[src/rtl/pfu_pkg.sv]
// Shared constants and helper for the program memory byte fetch unit.
// Assumes a 16-bit word memory and byte-granular pointers.
package pfu_pkg;
    localparam int PFU_PTR_W  = 16;   // low pointer width in bits
    localparam int PFU_PG_W   = 8;    // page extension width in bits
    localparam int PFU_BYTE_W = 8;    // returned data width
    localparam int PFU_WORD_W = 16;   // memory word width

    // Fetch context captured at acceptance.
    typedef struct packed {
        logic ext_mode;
        logic lane;
    } pfu_ctx_t;
endpackage

[src/rtl/pfu_addr_gen.sv]
// Address former and pointer advancer. Purely combinational.
// It splits the byte pointer into word address and lane, and computes the
// advanced pointer for either mode. It assumes PTR_W >= 2.
module pfu_addr_gen #(
    parameter int PTR_W = pfu_pkg::PFU_PTR_W,
    parameter int PG_W  = pfu_pkg::PFU_PG_W,
    localparam int WA_W = PG_W + PTR_W - 1,
    localparam int FL_W = PG_W + PTR_W
) (
    input  logic [PTR_W-1:0] ptr_lo,
    input  logic [PG_W-1:0]  ptr_pg,
    input  logic             ext_mode,
    input  logic             post_inc,
    output logic [WA_W-1:0]  word_addr,
    output logic             lane,
    output logic [PTR_W-1:0] nxt_lo,
    output logic [PG_W-1:0]  nxt_pg
);
    logic [FL_W-1:0]  full_inc;
    logic [PTR_W-1:0] lo_inc;
    logic [PG_W-1:0]  pg_part;

    // Select page bits of the address: zero in plain mode.
    always_comb pg_part = ext_mode ? ptr_pg : '0;

    // Form word address and byte lane.
    always_comb begin
        word_addr = {pg_part, ptr_lo[PTR_W-1:1]};
        lane      = ptr_lo[0];
    end

    // Wide and narrow incrementers.
    always_comb begin
        full_inc = {ptr_pg, ptr_lo} + {{(FL_W-1){1'b0}}, 1'b1};
        lo_inc   = ptr_lo + {{(PTR_W-1){1'b0}}, 1'b1};
    end

    // Choose the advanced pointer by mode.
    always_comb begin
        if (!post_inc) begin
            nxt_lo = ptr_lo;
            nxt_pg = ptr_pg;
        end else if (ext_mode) begin
            nxt_lo = full_inc[PTR_W-1:0];
            nxt_pg = full_inc[FL_W-1:PTR_W];
        end else begin
            nxt_lo = lo_inc;
            nxt_pg = ptr_pg;
        end
    end
endmodule

[src/rtl/pfu_ctrl.sv]
// Sequencer for one fetch: accept, read strobe, result strobe.
// It assumes the memory returns data one cycle after the read enable.
// A start while the read strobe is high is dropped.
module pfu_ctrl (
    input  logic clk,
    input  logic rst_n,
    input  logic start,
    output logic accept,
    output logic rd,
    output logic valid
);
    // Accept a start only when no read is outstanding.
    always_comb accept = start && !rd;

    // Read strobe follows acceptance, valid follows read.
    always_ff @(posedge clk) begin
        if (!rst_n) begin
            rd    <= 1'b0;
            valid <= 1'b0;
        end else begin
            rd    <= accept;
            valid <= rd;
        end
    end

    AST_RD_SINGLE: assert property (@(posedge clk) disable iff (!rst_n)
        rd |=> !rd);
    AST_VALID_FOLLOWS_RD: assert property (@(posedge clk) disable iff (!rst_n)
        rd |=> valid);
    AST_VALID_HAS_CAUSE: assert property (@(posedge clk) disable iff (!rst_n)
        valid |-> $past(rd));
endmodule

[src/rtl/pfu_byte_sel.sv]
// Byte lane multiplexer on the memory read word.
// It assumes the word width is a whole number of bytes; the lane index picks one.
module pfu_byte_sel #(
    parameter int BYTE_W = pfu_pkg::PFU_BYTE_W,
    parameter int WORD_W = pfu_pkg::PFU_WORD_W,
    localparam int LANES = WORD_W / BYTE_W,
    localparam int SEL_W = (LANES > 1) ? $clog2(LANES) : 1
) (
    input  logic [WORD_W-1:0] word,
    input  logic [SEL_W-1:0]  sel,
    output logic [BYTE_W-1:0] byte_out
);
    logic [BYTE_W-1:0] lane_v [LANES];

    for (genvar g = 0; g < LANES; g++) begin : g_lane
        // Slice lane g.
        always_comb lane_v[g] = word[g*BYTE_W +: BYTE_W];
    end

    // Pick the requested lane.
    always_comb begin
        byte_out = lane_v[0];
        for (int i = 0; i < LANES; i++) begin
            if (sel == SEL_W'(i)) byte_out = lane_v[i];
        end
    end
endmodule

[src/rtl/prog_byte_fetch.sv]
// Program memory byte fetch unit (top).
// It reads one byte from 16-bit-word program memory with one cycle of latency.
// It assumes the memory samples mem_addr_o on the edge where mem_rd_o is high
// and presents mem_word_i until the next read.
module prog_byte_fetch #(
    parameter int PTR_W  = pfu_pkg::PFU_PTR_W,
    parameter int PG_W   = pfu_pkg::PFU_PG_W,
    parameter int BYTE_W = pfu_pkg::PFU_BYTE_W,
    parameter int WORD_W = pfu_pkg::PFU_WORD_W,
    localparam int WA_W  = PG_W + PTR_W - 1
) (
    input  logic              clk,
    input  logic              rst_n,
    input  logic              start_i,
    input  logic              ext_mode_i,
    input  logic              post_inc_i,
    input  logic [PTR_W-1:0]  ptr_lo_i,
    input  logic [PG_W-1:0]   ptr_pg_i,
    input  logic [WORD_W-1:0] mem_word_i,
    output logic [WA_W-1:0]   mem_addr_o,
    output logic              mem_rd_o,
    output logic [BYTE_W-1:0] byte_o,
    output logic              byte_valid_o,
    output logic [PTR_W-1:0]  ptr_lo_o,
    output logic [PG_W-1:0]   ptr_pg_o
);
    import pfu_pkg::*;

    logic             accept;
    logic [WA_W-1:0]  word_addr;
    logic             lane;
    logic [PTR_W-1:0] nxt_lo;
    logic [PG_W-1:0]  nxt_pg;
    pfu_ctx_t         ctx_q;

    pfu_ctrl i_ctrl (
        .clk    (clk),
        .rst_n  (rst_n),
        .start  (start_i),
        .accept (accept),
        .rd     (mem_rd_o),
        .valid  (byte_valid_o)
    );

    pfu_addr_gen #(.PTR_W(PTR_W), .PG_W(PG_W)) i_addr (
        .ptr_lo    (ptr_lo_i),
        .ptr_pg    (ptr_pg_i),
        .ext_mode  (ext_mode_i),
        .post_inc  (post_inc_i),
        .word_addr (word_addr),
        .lane      (lane),
        .nxt_lo    (nxt_lo),
        .nxt_pg    (nxt_pg)
    );

    // Capture address, lane, mode and advanced pointer on acceptance.
    always_ff @(posedge clk) begin
        if (!rst_n) begin
            mem_addr_o <= '0;
            ctx_q      <= '0;
            ptr_lo_o   <= '0;
            ptr_pg_o   <= '0;
        end else if (accept) begin
            mem_addr_o     <= word_addr;
            ctx_q.lane     <= lane;
            ctx_q.ext_mode <= ext_mode_i;
            ptr_lo_o       <= nxt_lo;
            ptr_pg_o       <= nxt_pg;
        end
    end

    pfu_byte_sel #(.BYTE_W(BYTE_W), .WORD_W(WORD_W)) i_sel (
        .word     (mem_word_i),
        .sel      (ctx_q.lane),
        .byte_out (byte_o)
    );

    AST_PLAIN_PAGE_ZERO: assert property (@(posedge clk) disable iff (!rst_n)
        (mem_rd_o && !ctx_q.ext_mode) |-> (mem_addr_o[WA_W-1:PTR_W-1] == '0));
    AST_EXT_PAGE_MATCH: assert property (@(posedge clk) disable iff (!rst_n)
        (mem_rd_o && ctx_q.ext_mode) |-> (mem_addr_o[WA_W-1:PTR_W-1] == $past(ptr_pg_i)));
    AST_ADDR_HELD: assert property (@(posedge clk) disable iff (!rst_n)
        byte_valid_o |-> $stable(mem_addr_o));
endmodule

[config.mk]
export PLATFORM = sky130hd
export DESIGN_NAME = prog_byte_fetch
export DESIGN_NICKNAME = d
export VERILOG_FILES = /design/src/rtl/pfu_pkg.sv /design/src/rtl/pfu_addr_gen.sv /design/src/rtl/pfu_ctrl.sv /design/src/rtl/pfu_byte_sel.sv /design/src/rtl/prog_byte_fetch.sv
export SDC_FILE = /design/constraint.sdc
export NUM_CORES = 1
export LEC_CHECK = 0
export ABC_AREA = 0
export BUFFER_PORTS_ARGS = -buffer_cell sky130_fd_sc_hd__clkbuf_2
export CORE_ASPECT_RATIO = 1.1
export CORE_MARGIN = 1.5
export CORE_UTILIZATION = 49
export CTS_CLUSTER_DIAMETER = 30
export DETAILED_ROUTE_END_ITERATION = 10
export GPL_TIMING_DRIVEN = 0
export PLACE_DENSITY = 0.8
export SLEW_MARGIN = 10
export SYNTH_ARGS = -nofsm -noshare
export SYNTH_HDL_FRONTEND = slang
export SYNTH_HIERARCHICAL = 1
export SYNTH_SLANG_ARGS = --single-unit
[constraint.sdc]
create_clock -name clk -period 1.4 [get_ports clk]
set_input_delay 0.07 -clock clk [delete_from_list [all_inputs] [get_ports clk]]
set_output_delay 0.07 -clock clk [all_outputs]
set_load 0.1 [all_outputs]
==> results.toml, run 1 <==
[worst_setup_path]
worstPathRequired_ns = 1.33
end_kind = "primary output"
crit_path_cell_trace = "buf_8, mux2_4, clkbuf_16"
cp.buffers_inverters = 2
worst_path_max_delay_cell = "dfxtp_2"
arrival_ns = 1.33
max_stage_delay_ns = 0.35
start_kind = "register"
r2r-end = "mem_addr_o[2]"
path_max_fanout = 8
r2r-start = "i_ctrl/rd"
critPathKind = "reg2out"
critical_path.top_delay_family = "flip-flops"
reg2reg_slack_ns = 0.09
r2r.worst_path.cells = 6

[global_route]
antenna_found_initial = 0
globalRouteMet1Util = 0.2542
grt_util_all_layers = 0.2108
grt_busiest_layer = "met2"
grt_pass1_vias = 2097
grt_pass1_wl_mm = 9.701
grt_util_met3 = 0.05772
grt_max_degree = 15
overflow = 0
gr-usage-met2 = 0.3577

[synth]
synth-edff-count = 0
ys.flop_type = "dfxtp_1"
synth_fp_nets = 301
synthDistinctLibCells = 32
yosysWarnings = 6
ys_seq_area_frac = 0.3733
syn_area_per_cell_um2 = 10.51
synth_cells = 255
synth_area_um2 = 2681
async_flop_share = 0
yosys_register_bits = 50

[floorplan]
dieArea_um2 = 5925
die_w_um = 73.53
pin_count = 102
placementRows = 28
initial_core_util = 0.5035
die_h_um = 80.59
core_um2 = 5325

[timing]
period_needed_ns = 1.400
clock.fmax_mhz = 714.5
hold-worst-slack_ns = 0.04355
hold_viol_final = 0
maxSlewViolCount = 0
fin_ws_ns = 0.0004575
tightest_slew_ns = 0.5608
fin_crit_sh = 0.9997
skew_ns = 0.002781
max_slew_margin = 0.6277
tns_ns = 0
rsz0062_at_grt = "true"
setup_violations = 0

[clock_network]
clock_latency_ns = 0.29
cts_buffers = 5
root_buffer = "clkbuf_8"
ctsHtreeMaxLevel = 2
cts_tree = "yes"
clkTransAtPathRegs_ns = 0.09
clockBufferDepth = 2
cts_sinks = 50

[placement]
placedCellCount = 431
numPortBuffers = 101
dp_slack_ns = -0.2326
dp_hpwl_mm = 4.298
gp_congestion = 0.7879

[route]
totalWireLength_mm = 5.973
drtAntennaViolNets = 0
firstDrtPassIters = 3
routed_via_density = 4.756
drc = 0
wire_per_inst_um = 13.64
detail_route.iter0.violations = 61
vias = 2083

[worst_hold_path]
hold_end = "i_ctrl/rd"
worstHoldPathType = "in2reg"
hold_depth = 2
hold_start = "start_i"

[layout]
drive_gt1_frac = 0.4242
area_growth_pct = 32.24
nets = 409
n_antenna_cell = 0
stdcell_count = 438
fill_cells = 456

[outcome]
status = "complete, no violations"

[power]
powerDensity_nw_per_um2 = 1086
power_leakage_nw = 1.669
p_total_mw = 3.850
peakVddDrop_mv = 0.5564

[flow_run]
drv_cap = 0
[worst max path at each step]
stage               depth (start not counted)             end         from
floorplan                                   6  mem_addr_o[10]    i_ctrl/rd
global placement                            8     ptr_pg_o[0]  ptr_lo_i[0]
detailed placement                          8     ptr_pg_o[0]  ptr_lo_i[0]
CTS                                         3       byte_o[4]     ctx_q[0]
global route                                3       byte_o[7]     ctx_q[0]
finish                                      3       byte_o[7]     ctx_q[0]
[synth_stat cells, drive strengths merged, types with 2 or more instances]
master	number	share of area
dfxtp	50	0.37
nor2b	48	0.11
xor2	5	0.016
mux2	9	0.049
clkbuf	3	0.0042
xnor2	18	0.059
and2	10	0.024
nand2	6	0.0084
buf	25	0.084
mux2i	48	0.18
nand3	6	0.013
nor2	6	0.0093
nor3	2	0.0098
nand4	10	0.031
and3	3	0.0075
[state kept, by name, summed over array words and instances, names as in the netlist]
| name | cells |
|---|---|
| ptr_lo_o | 16 |
| i_ctrl/valid | 1 |
| ptr_pg_o | 8 |
| mem_addr_o | 23 |
| ctx_q | 1 |
| i_ctrl/rd | 1 |
[cell families (layout without fill, tap and decap cells)]
kind of cell               after synthesis  after routing  synth area share
and+or+nand+nor                         95             95            0.2296
buffers and inverters                   29            137           0.08913
xor gates and xnor gates                23             23           0.07513
muxes                                   57             57            0.2282
adders and majority gates                1              1          0.004666
DFF                                     50             50            0.3733
[worst register-to-register path: stages (launching register included)]
cell and delay [ns]:
dfxtp_4 0.35, and2b_2 0.21, buf_6 0.10, buf_12 0.14, buf_12 0.15, mux2i_1 0.20
nor2b_1 0.06
[cell type report]
class / instances / area [um2] / area share
well taps: 75 / 93.84 / 0.02646
clock buffers: 7 / 86.33 / 0.02435
repair buffers: 101 / 665.6 / 0.1877
flip-flops and latches: 50 / 1006 / 0.2837
multi-input cells: 176 / 1448 / 0.4083
plain buffers: 28 / 242.7 / 0.06845
inverters: 1 / 3.754 / 0.001059
[per-layer routing]
| metal | vias to the layer above | share of wire | routed length (um) |
|---|---|---|---|
| li1 | 1053 | - | - |
| met1 | 950 | 0.42 | 2535 |
| met2 | 68 | 0.49 | 2942 |
| met3 | 12 | 0.063 | 378 |
| met4 | 0 | 0.019 | 116 |
| met5 | - | 0 | 0 |
[power by group]
| part | internal [mW] | switching, mW | leakage [nW] |
|---|---|---|---|
| Sequential | 1.51 | 0.0456 | 0.412 |
| Combinational | 0.427 | 1.03 | 1.21 |
| Clock | 0.393 | 0.451 | 0.0443 |
| Total | 2.33 | 1.52 | 1.67 |
[per-stage QoR]
| stage | area [um2] | util |
|---|---|---|
| CTS | 3536 | 0.6640 |
| finish | 3546 | 0.6659 |
| global route | 3546 | 0.6659 |
| floorplan | 2689 | - |
| detailed placement | 3288 | 0.6175 |
| global placement | 3288 | 0.6175 |
[what timing repair did]
item / CTS / global route
setup buffers: 0 / 0
gates resized for setup: 25 / 2
hold buffers: 0 / 0
endpoints found under the setup margin: 8 / 10
[layout by cell type (no fill, tap or decap), types with 6 or more instances in the layout]
master,n
nor2b_1,48
mux2_4,8
nand4_1,8
dfxtp_1,48
xnor2_1,18
and2_1,9
clkbuf_8,6
mux2i_1,48
clkbuf_2,93
buf_4,18
clkbuf_16,8
nand2_1,6
(Power assumes the default switching activity.)
==> run 2: changes to the inputs <==
- CELL_PAD_IN_SITES_DETAIL_PLACEMENT: unset -> 0
- CELL_PAD_IN_SITES_GLOBAL_PLACEMENT: unset -> 1
- CORE_UTILIZATION: 49 -> 37
- PLACE_DENSITY: 0.8 -> unset
- PLACE_DENSITY_LB_ADDON: unset -> 0.1
==> results.toml, run 2 (synthesis results as in run 1) <==
[outcome]
status = "complete, no violations"

[layout]
fill_cells = 664
final_common_cell = "clkbuf_2"
most-common-layout-cells = "clkbuf_2 (93), nor2b_1 (48), dfxtp_1 (48)"
area_growth_pct = 33.97
nets = 410
top_register = "mem_addr_o"
drive_gt1_frac = 0.4301
final_util = 0.5127
largest_register_ffs = 23
reg_top3 = "mem_addr_o: 23 flops, ptr_lo_o: 16 flops, ptr_pg_o: 8 flops"
n_antenna_cell = 0

[clock_network]
clock_latency_ns = 0.30
clockBufferDepth = 2
ctsHtreeMaxLevel = 2
cts_tree = "yes"
cts_setup_buffers = 0
hold_buffers = 0
cts_buffers = 5
cts_sinks = 50
root_buffer = "clkbuf_8"
clkTransAtPathRegs_ns = 0.09

[placement]
numPortBuffers = 101
gp_congestion = 0.6843
dp_slack_ns = -0.2325
dp_hpwl_mm = 4.440

[timing]
period_needed_ns = 1.381
tightest_slew_ns = 0.5563
rsz0062_at_grt = "true"
hold_viol_final = 0
setup_violations = 0
max_slew_margin = 0.6307
fin_ws_ns = 0.01875
clock.fmax_mhz = 724.0
hold-worst-slack_ns = 0.06132
maxSlewViolCount = 0
fin_crit_sh = 0.9866
skew_ns = 0.007540

[global_route]
grt_pass1_wl_mm = 9.384
grt_max_degree = 15
grt_pass1_vias = 1941
overflow = 0
antenna_found_initial = 0
grt_util_all_layers = 0.1524

[flow_run]
drv_cap = 0

[worst_setup_path]
critPathKind = "reg2out"
start_kind = "register"
path_max_fanout = 8
worstPathRequired_ns = 1.33
end_kind = "primary output"
arrival_ns = 1.31

[route]
drtAntennaViolNets = 0
vias = 2037
wire_per_inst_um = 13.15
drc = 0
totalWireLength_mm = 5.919
routed_via_density = 4.527
firstDrtPassIters = 4
detail_route.iter0.violations = 28

[floorplan]
core_um2 = 7007
die_w_um = 84.17
die_h_um = 92.29
placementRows = 32
dieArea_um2 = 7767
pin_count = 102
initial_core_util = 0.3827

[power]
p_total_mw = 3.887
peakVddDrop_mv = 0.5708
powerDensity_nw_per_um2 = 1082
power_leakage_nw = 1.684

[worst_hold_path]
worstHoldPathType = "in2reg"
==> run 2: critical path: stages (launching register included) <==
cell       delay (ns)
dfxtp_2          0.35
buf_8            0.14
mux2_4           0.32
clkbuf_16        0.20
==> run 2: routing by layer <==
layer / track usage / routed length [um] / up-vias
met2: 0.2647 / 2922 / 47
li1: - / - / 1055
met3: 0.03510 / 258 / 4
met4: 0.04508 / 60 / 0
met1: 0.1868 / 2677 / 931
met5: 0 / 0 / -
==> run 2: timing repair <==
action                     CTS  global route
setup endpoints to repair    8            15
resized for setup           25             3
gates cloned                 0             1
==> run 2: path summary, 6_finish.rpt <==
kind	startpoint	depth (start not counted)	end	slack, ns
max	ctx_q[0]	3	byte_o[4]	0.02
min	start_i	2	i_ctrl/rd	0.06
max reg2reg	i_ctrl/rd	6	mem_addr_o[5]	0.08
min reg2reg	i_ctrl/rd	1	i_ctrl/valid	0.50
==> run 2: per-stage QoR <==
step	cells	area [um2]	setup TNS [ns]
2_1_floorplan	255	2689	-1.529
3_3_place_gp	441	3301	-1.682
3_5_place_dp	441	3301	-1.692
4_1_cts	449	3553	0
5_1_grt	450	3592	-0.1575
6_report	450	3592	0
==> run 2: area by class of cell <==
type,count,area (um2),area share
clock inverters,1,5.005,0.001393
multi-input cells,176,1451,0.4040
flip-flops and latches,50,1006,0.2800
plain buffers,28,242.7,0.06757
repair buffers,102,690.7,0.1923
well taps,85,106.4,0.02961
inverters,1,3.754,0.001045
clock buffers,7,86.33,0.02403
==> run 2: report_power, final <==
part | total (mW) | switching [mW] | internal, mW
sequential | 1.55 | 0.0441 | 1.51
clock | 0.881 | 0.481 | 0.400
combinational | 1.45 | 1.02 | 0.436
